**src/rtl/acc_fmt_pkg.sv**
```systemverilog
package acc_fmt_pkg;
  typedef enum logic [1:0] {
    RD_SIGNED   = 2'b00,
    RD_UNSIGNED = 2'b01,
    RD_FRAC     = 2'b10,
    RD_FRAC_ALT = 2'b11
  } rd_mode_e;
endpackage

```
**src/rtl/acc_fmt_int.sv**
```systemverilog
// Integer readout: clamp to signed or unsigned result range.
module acc_fmt_int #(
  parameter int ACC_W = 64,
  parameter int RES_W = 32
) (
  input  logic [ACC_W-1:0] acc_i,
  input  logic             uns_i,
  output logic [RES_W-1:0] res_o
);
  localparam logic [RES_W-1:0] SMAX = {1'b0, {(RES_W-1){1'b1}}};
  localparam logic [RES_W-1:0] SMIN = {1'b1, {(RES_W-1){1'b0}}};
  localparam logic [RES_W-1:0] UMAX = {RES_W{1'b1}};

  logic s_fits, u_fits;
  logic [RES_W-1:0] s_res, u_res;

  always_comb begin
    s_fits = (&acc_i[ACC_W-1:RES_W-1]) | ~(|acc_i[ACC_W-1:RES_W-1]);
    u_fits = ~(|acc_i[ACC_W-1:RES_W]);
    s_res  = s_fits ? acc_i[RES_W-1:0] : (acc_i[ACC_W-1] ? SMIN : SMAX);
    u_res  = u_fits ? acc_i[RES_W-1:0] : UMAX;
    res_o  = uns_i ? u_res : s_res;
  end
endmodule

```
**src/rtl/acc_fmt_frac.sv**
```systemverilog
// Fractional readout: half-width (always rounded) or full-width (optional rounding).
module acc_fmt_frac #(
  parameter int ACC_W      = 64,
  parameter int RES_W      = 32,
  parameter int HALF_W     = 16,
  parameter int HALF_SHIFT = 24,
  parameter int FULL_SHIFT = 8
) (
  input  logic [ACC_W-1:0] acc_i,
  input  logic             half_i,
  input  logic             round_i,
  input  logic             sat_i,
  output logic [RES_W-1:0] res_o
);
  localparam int SH_W = ACC_W - FULL_SHIFT;  // width of shifted full value
  localparam logic [HALF_SHIFT-1:0] H_TIE = {1'b1, {(HALF_SHIFT-1){1'b0}}};
  localparam logic [FULL_SHIFT-1:0] F_TIE = {1'b1, {(FULL_SHIFT-1){1'b0}}};
  localparam logic [HALF_W-1:0] H_MAX = {1'b0, {(HALF_W-1){1'b1}}};
  localparam logic [RES_W-1:0]  SMAX  = {1'b0, {(RES_W-1){1'b1}}};
  localparam logic [RES_W-1:0]  SMIN  = {1'b1, {(RES_W-1){1'b0}}};

  // half-width path
  logic [HALF_W-1:0]     h_val;
  logic [HALF_SHIFT-1:0] h_rem;
  logic                  h_up;
  logic [HALF_W:0]       h_sum;
  logic [HALF_W-1:0]     h_res;

  always_comb begin
    h_val = acc_i[HALF_SHIFT +: HALF_W];
    h_rem = acc_i[HALF_SHIFT-1:0];
    h_up  = (h_rem > H_TIE) | ((h_rem == H_TIE) & h_val[0]);
    h_sum = {1'b0, h_val} + {{HALF_W{1'b0}}, h_up};
    if (h_sum[HALF_W]) h_res = sat_i ? H_MAX : '0;
    else               h_res = h_sum[HALF_W-1:0];
  end

  // full-width path
  logic [SH_W-1:0]       f_val;
  logic [FULL_SHIFT-1:0] f_rem;
  logic                  f_up;
  logic [SH_W:0]         f_sum;
  logic                  f_fits;
  logic [RES_W-1:0]      f_res;

  always_comb begin
    f_val  = acc_i[ACC_W-1:FULL_SHIFT];
    f_rem  = acc_i[FULL_SHIFT-1:0];
    f_up   = round_i & ((f_rem > F_TIE) | ((f_rem == F_TIE) & f_val[0]));
    f_sum  = {f_val[SH_W-1], f_val} + {{SH_W{1'b0}}, f_up};
    f_fits = (&f_sum[SH_W:RES_W-1]) | ~(|f_sum[SH_W:RES_W-1]);
    if (!f_fits && sat_i) f_res = acc_i[ACC_W-1] ? SMIN : SMAX;
    else                  f_res = f_sum[RES_W-1:0];
  end

  assign res_o = half_i ? {{(RES_W-HALF_W){1'b0}}, h_res} : f_res;
endmodule

```
**src/rtl/acc_readout_fmt.sv**
```systemverilog
module acc_readout_fmt
  import acc_fmt_pkg::*;
#(
  parameter int ACC_W      = 64,
  parameter int RES_W      = 32,
  parameter int HALF_W     = 16,
  parameter int HALF_SHIFT = 24,
  parameter int FULL_SHIFT = 8
) (
  input  logic             clk,
  input  logic             rst_n,
  input  logic             req_i,
  input  logic [1:0]       mode_i,
  input  logic             half_i,
  input  logic             round_i,
  input  logic             sat_i,
  input  logic [ACC_W-1:0] acc_i,
  output logic [RES_W-1:0] res_o,
  output logic             vld_o
);
  rd_mode_e         mode;
  logic [RES_W-1:0] int_res, frac_res;
  logic [RES_W-1:0] res_d, res_q;
  logic             vld_d, vld_q;

  assign mode = rd_mode_e'(mode_i);

  acc_fmt_int #(.ACC_W(ACC_W), .RES_W(RES_W)) u_int (
    .acc_i (acc_i),
    .uns_i (mode == RD_UNSIGNED),
    .res_o (int_res)
  );

  acc_fmt_frac #(
    .ACC_W(ACC_W), .RES_W(RES_W), .HALF_W(HALF_W),
    .HALF_SHIFT(HALF_SHIFT), .FULL_SHIFT(FULL_SHIFT)
  ) u_frac (
    .acc_i   (acc_i),
    .half_i  (half_i),
    .round_i (round_i),
    .sat_i   (sat_i),
    .res_o   (frac_res)
  );

  // next state
  always_comb begin
    vld_d = req_i;
    res_d = res_q;
    if (req_i) begin
      unique case (mode)
        RD_FRAC, RD_FRAC_ALT: res_d = frac_res;
        default:              res_d = int_res;
      endcase
    end
  end

  // registers
  always_ff @(posedge clk or negedge rst_n) begin
    if (!rst_n) begin
      res_q <= '0;
      vld_q <= 1'b0;
    end else begin
      vld_q <= vld_d;
      if (req_i) res_q <= res_d;
    end
  end

  assign res_o = res_q;
  assign vld_o = vld_q;
endmodule

```
**config.mk**
```make
export PLATFORM = sky130hd
export DESIGN_NAME = acc_readout_fmt
export DESIGN_NICKNAME = d
export VERILOG_FILES = /design/src/rtl/acc_fmt_pkg.sv /design/src/rtl/acc_fmt_int.sv /design/src/rtl/acc_fmt_frac.sv /design/src/rtl/acc_readout_fmt.sv
export SDC_FILE = /design/constraint.sdc
export NUM_CORES = 1
export LEC_CHECK = 0
export ABC_AREA = 1
export BUFFER_PORTS_ARGS = -buffer_cell sky130_fd_sc_hd__clkbuf_2
export CORE_MARGIN = 1.5
export CORE_UTILIZATION = 57
export CTS_CLUSTER_DIAMETER = 30
export DETAILED_ROUTE_END_ITERATION = 7
export MAX_ROUTING_LAYER = met4
export PLACE_DENSITY = 0.88
export SLEW_MARGIN = 20
export SYNTH_ARGS = -nofsm -noshare
export SYNTH_HDL_FRONTEND = slang
export SYNTH_SLANG_ARGS = --single-unit
```
**constraint.sdc**
```tcl
create_clock -name clk -period 0.8 [get_ports clk]
set_input_delay 0.08 -clock clk [delete_from_list [all_inputs] [get_ports clk]]
set_output_delay 0.08 -clock clk [all_outputs]
set_load 0.005 [all_outputs]
```
==> results by stage, run 1 <==
Outcome:
- The flow did not finish.
- The flow halted during 5_1_grt.
- The first error in the log reads "[ERROR GRT-0116] Global routing finished with congestion. Check the congestion regions in the DRC Viewer".

Logic synthesis:
- Among all flip-flop cells after synthesis, the most frequent one is dfrtp_1.
- The synthesized design contains 33 register bits.
- The summed instance area of the synthesized netlist is 0.00483 sq mm.
- The number of synthesis warnings is 0.
- Of all flip-flops after synthesis, the portion carrying an async set or reset was 1.00.
- Each instance of the synthesized netlist takes up on average 5.40 sq um.
- Synthesis handed over a netlist of 894 instances.
- When the netlist entered floorplanning its net count stood at a little under 1,000.
- The post-synthesis sequential area ratio is 0.171.
- In this run, synthesis inferred 0 flip-flops with an integrated enable.
- The number of different library cells in the post-synthesis netlist is 35.

Floorplanning:
- The number of primary I/O pins is 105.
- The vertical die dimension is 95.0 microns.
- The die width is 95.0 microns.
- The initialized floorplan defines 33 standard-cell rows.
- The initial core utilization is 0.587.

Clock tree:
- The tree is rooted in a clkbuf_8.
- CTS saw 33 sinks.
- The number of H-tree branching levels is 2.
- No sink is reached through more buffers than the 2 on the longest clock path.
- Buffers inserted during clock tree synthesis total 5.

Placement:
- During placement, the flow inserted port buffers numbering 104.
- The HPWL after detailed placement is between 15 and 20 mm.
- The final estimated routing congestion in global placement is roughly 1.2.
- Once placement finished, the instance area stood at ~0.007 sq mm.

Global routing:
- The via count of the first global-routing pass is ~8,800.
- Global routing finished with a remaining overflow of 5.
- For this run, the total global-route usage over all layers was measured as 0.700.
- The first global-routing pass estimated between 40 and 50 mm of wire.
- The largest net degree at the start of global routing is 34.
Yosys cell counts, types with 2 or more instances:
| cell type | instances | area [sq um] |
|---|---|---|
| a21oi_1 | 30 | 150 |
| a21oi_2 | 20 | 175 |
| a31oi_1 | 23 | 144 |
| buf_2 | 4 | 20.0 |
| buf_6 | 3 | 33.8 |
| clkbuf_1 | 15 | 56.3 |
| clkbuf_2 | 2 | 10.0 |
| dfrtp_1 | 33 | 826 |
| ha_1 | 4 | 50.1 |
| inv_1 | 92 | 345 |
| nand2_1 | 305 | 1140 |
| nand2_2 | 8 | 50.1 |
| nand3_1 | 37 | 185 |
| nand3b_1 | 2 | 15.0 |
| nand4_1 | 23 | 144 |
| nor2_1 | 164 | 616 |
| nor2_2 | 10 | 62.6 |
| nor2_4 | 5 | 56.3 |
| nor3_1 | 5 | 25.0 |
| nor4_1 | 7 | 43.8 |
| o211ai_1 | 2 | 15.0 |
| o21a_1 | 4 | 30.0 |
| o21ai_0 | 50 | 250 |
| o21ai_1 | 4 | 20.0 |
| or2_2 | 2 | 12.5 |
| xnor2_1 | 3 | 26.3 |
| xor2_1 | 29 | 254 |
metal layers:
layer,GRT overflow,track usage
met1,0,0.699
met2,3,0.873
met3,0,0.490
met4,2,0.673
met5,-,-
kinds of logic after synthesis:
group / count (synthesis) / share of synthesized area
adder cells (fa/ha/maj): 4 / 0.0104
buffers and inverters: 119 / 0.0995
XOR/XNOR: 32 / 0.0581
flip-flops: 33 / 0.171
AND/OR/NAND/NOR: 572 / 0.497
AO/OA/AOI/OAI: 134 / 0.164
metrics by stage:
step                      cells  worst slack, ns   util  hold WS [ns]  TNS [ns]
after CTS                  1313            -2.09  0.903         0.178    -67.23
after floorplan             894            -1.90      -        -0.216    -59.70
after global placement     1288            -2.26  0.866        0.0511    -71.25
after detailed placement   1288            -2.43  0.866        0.0532    -76.00
timing repair:
item                                    4_1_cts
hold endpoints to repair                     33
gates cloned                                  0
pin swaps                                     5
endpoints found under the setup margin       65
hold buffers                                  1
setup buffers                                16
gates resized for setup                      27
==> run 2: changes to the inputs <==
CORE_UTILIZATION = 40   (was 57)
CTS_CLUSTER_DIAMETER = default   (was 30)
MAX_ROUTING_LAYER = default   (was met4)
PLACE_DENSITY = default   (was 0.88)
PLACE_DENSITY_LB_ADDON = 0.15   (was default)
==> run 2 against run 1 <==
The flow now finishes, with violations (setup timing). Synthesized area is the same. Synthesized cell count unchanged.
==> results by stage, run 2 <==
Outcome:
- Outcome: finished, violations left (was aborted with a tool error).
- The final reports fail on setup timing.

Layout:
- The net count reported at finish is 1,315.
- The number of antenna diodes in the final layout is 0.
- The filler cell count is between 1,000 and 1,500.
- Leaving out fill and tap cells, the most frequent cells in the layout are 246 x nand2_1, 240 x buf_4, 157 x nor2_1.
- The leading cell type in the layout, fill and taps excluded is nand2_1.
- The fraction of final layout cells with drive strength greater than 1 is 0.414.
- Once layout is complete, the cells apart from fillers number ~1,400.
- The area growth from synthesis to layout is 68.8%.
- The utilization of the core after routing is 0.702.
- The number of flip-flops under the largest register name is 32.

Hold path:
- The launch instance of the worst min-delay path is req_i.
- The worst hold path belongs to the class in2reg.

Drt:
- In the final routed layout, each cell accounts on average for between 15 and 20 microns.
- The number of nets still failing antenna checks after routing is 0.
- The number of remaining DRC errors is 0.
- Dividing the detail-routed via count by the number of cells gives ~5.3.
- Detailed routing inserted a total of about 7,300 vias.
- Before antenna repair, the detailed router went through 8 iterations.
- After detailed routing, the total wire length is 23.7 mm.
- In this run, the number of DRC markers left after iteration 0 of detailed routing was roughly 760.

Timing:
- The number of hold violations in the final report is 0.
- Final hold analysis gives a worst-case slack of roughly 0.22 ns.
- Setup repair after global routing could not meet its margin everywhere.
- At the pin with the least slew margin, the transition time is 0.350 ns.
- On the final layout, the worst clock skew is 0 ns.
- In this run the tightest slew margin relative to its limit is 0.766.
- The number of setup violations in the final report is 65.
- The number of max-slew violations in the final report was 0.
- In the finished design, the share of the clock period the worst path needs comes to 3.61.
- Derived from the worst setup path, the maximum achievable clock frequency is roughly 350 MHz.
- The routed design could run at a clock period as short as approximately 2.9 ns.
- The final worst-path setup slack is -2.08 ns.

Power and ir drop:
- The fraction of power spent switching nets is 0.365.
- The switching power total is about 2600 uW.
- The peak supply drop is 0.686 mV.
- Of the total power, registers draw 0.277.
- The reported leakage power is approximately 0.0041 uW.
- Power spread over the standard cell area amounts to ~870 mW/mm^2.
- The combinational power share is 0.452.
- The internal power component is around 4500 uW.
- Of the total power, the clock network draws 0.271.
- The final total power is 7090 uW.

Logic synthesis:
- Cell types with the largest area share after synthesis: nand2_1 24%, dfrtp_1 17%, nor2_1 13% (unchanged).
- The cell type with the largest total area after synthesis is nand2_1 (unchanged).
- The number of different library cells in the post-synthesis netlist is 35 (unchanged).
- The proportion of synthesized flip-flops having asynchronous set or reset is 1.00 (unchanged).
- The number of synthesized flops with an enable pin came to 0 (unchanged).
- The most common flop cell mapped by yosys is dfrtp_1 (unchanged).
- The number of register bits inferred by synthesis was 33 (unchanged).
- The summed instance area of the synthesized netlist is 0.00483 sq mm (unchanged).
- The net count after synthesis is 970 (unchanged).
- Commonest cells in the synthesized netlist: 305 x nand2_1, 164 x nor2_1, 92 x inv_1 (unchanged).
- The post-synthesis sequential area ratio is 0.171 (unchanged).
- The area share of the largest cell type after synthesis is 0.237 (unchanged).
- The most common cell in the netlist is nand2_1 (unchanged).
- The number of synthesis warnings is 0 (unchanged).
- The average footprint of a synthesized cell is 5.40 sq um (unchanged).
- The gate count after technology mapping is 894 (unchanged).

Flow run:
- The tool flagged a number of max-cap violations equal to 0.

Clock tree:
- The clock tree from TritonCTS is built.
- The number of H-tree branching levels is 2 (unchanged).
- The CTS sink count is 33 (unchanged).
- Clock latency on the worst-skew pair, taken at its later pin, is approximately 0.28 ns.
- The clock edge transition at the registers on the reported setup and hold paths is around 0.06 ns.
- The deepest clock path buffer count is 2 (unchanged).
- The number of buffers created by CTS is 5 (unchanged).
- The library cell used as clock root buffer is clkbuf_16 (was clkbuf_8).

Floorplanning:
- The die width is 113 microns (was 95.0 microns).
- In this run the standard cell core region covers 0.0116 sq mm.
- The number of primary I/O pins is 105 (unchanged).
- The vertical die dimension is 113 microns (was 95.0 microns).
- The floorplan row count is 39 (was 33).
- The initial core utilization is 0.416 (was 0.587).
- The area of the die is about 0.013 sq mm.

Setup path:
- Of all nets on the critical path, the largest fanout is 5.
- By instance count, the cell type seen most on the critical path is nand2_1.
- In this run the register-to-register setup slack is -0.01 ns.
- The beginning of the worst register-to-register path is res_o[7].
- The delay of the slowest critical-path stage is roughly 0.54 ns.
- The slowest cell on the critical path is or4_4.
- The start point of the critical path is acc_i[0].
- STA classifies the critical path startpoint as an input port.
- The startpoint-to-endpoint class of the critical path is in2reg.
- The critical path endpoint category is a flop.
- Data on the critical path arrives at its endpoint at ~3.1 ns.
- The required time reported for the critical path endpoint is about 1.0 ns.
- The signal on the critical path passes through buf_6, or4_4, nor4_4, nor2_1, ha_2, ha_4, nand2_4, nor2_4, nand2_4, nor2_4, nand2_2, xor2_2, nand2_1, nor2_1, nand2_1, nor2_1, nand2_1, nand3_4, buf_6, buf_12, nand2_1, nand2_1, nand2_1, a21oi_2.

Global routing:
- For this run, global-route usage on met1 was measured as 0.488.
- The first global-routing pass estimated between 30 and 40 mm of wire.
- The met2 usage is 0.601.
- The layer flagged by global routing as most heavily used is met2.
- The via count of the first global-routing pass is 6,888.
- The largest net degree at the start of global routing is 34.
- For this run, the total global-route usage over all layers was measured as 0.369.
- The initial antenna violation count is 0.
- The global-route track usage on met3 is 0.0841.
- The total overflow left after global routing is 0.

Placement:
- The HPWL after detailed placement is 19.5 mm (was 19.0 mm).
- The final estimated routing congestion in global placement is 1.08 (was 1.17).
- The number of buffers added on ports was 104 (unchanged).
- The number of placed cells counting well taps was 1,337 (was 1,288).
run 2: cell counts after synthesis:
No cell type changed its count.
run 2: path summary, 6_finish.rpt:
| path | endpoint | depth (start not counted) |
|---|---|---|
| worst max-delay path | res_o[9] | 24 |
| worst min-delay path | vld_o | 2 |
| worst max register to register | res_o[7] | 3 |
| worst min register to register | res_o[12] | 2 |
| max in group asynchronous | res_o[8] | 3 |
| min in group asynchronous | res_o[17] | 3 |
run 2: timing repair:
item | in CTS | in global routing
setup endpoints to repair | 65 | 65
gates cloned | 2 | 2
hold buffers | 1 | 0
gates resized for setup | 45 | 68
pin swaps | 10 | 21
setup buffers | 26 | 8
endpoints found under the hold margin | 33 | 0
run 2: final cells by class:
type                    instances  area (sq um)  share of cell area
clock inverters                 3          17.5             0.00215
flip-flops and latches         33           826               0.101
well taps                     143           179              0.0220
clock buffers                   5           125              0.0154
inverters                      94           355              0.0436
repair buffers                363          2680               0.329
multi-input cells             742          3960               0.486
run 2: cells by family after synthesis:
group                      Yosys count  synth area share
xor gates and xnor gates            32            0.0581
DFF                                 33             0.171
adders and majority gates            4            0.0104
AOI/OAI and AO/OA                  134             0.164
and+or+nand+nor                    572             0.497
buffers and inverters              119            0.0995
run 2: power groups by stage:
stage | combinational [uW] | clock, uW | sequential (uW)
2_1_floorplan | 1140 | 0 | 2010
3_3_place_gp | 2670 | 0 | 1980
3_5_place_dp | 2680 | 0 | 1990
4_1_cts | 2960 | 1920 | 1960
5_1_grt | 3470 | 1970 | 1980
6_report | 3210 | 1920 | 1960
run 2: stage by stage:
step / setup slack, ns / setup TNS, ns / area (sq um)
3_3_place_gp: -2.36 / -74.27 / 7260
2_1_floorplan: -1.90 / -59.70 / 4940
3_5_place_dp: -2.41 / -75.26 / 7260
5_1_grt: -2.33 / -73.76 / 8150
6_report: -2.08 / -66.23 / 8150
4_1_cts: -2.00 / -64.51 / 7820
run 2: metal layers:
metal / vias up / wire length [microns]
met5: - / 0
met4: 0 / 800
met3: 57 / 2330
met2: 375 / 10400
met1: 3313 / 10100
li1: 3562 / -
run 2: critical path, delay by kind of cell:
family	cells	cell delay (ns)
AOI/OAI and AO/OA	1	0.13
xor gates and xnor gates	1	0.17
adders and majority gates	2	0.38
buffers and inverters	3	0.37
and+or+nand+nor	17	1.98
Power figures use the tool's default switching activity.
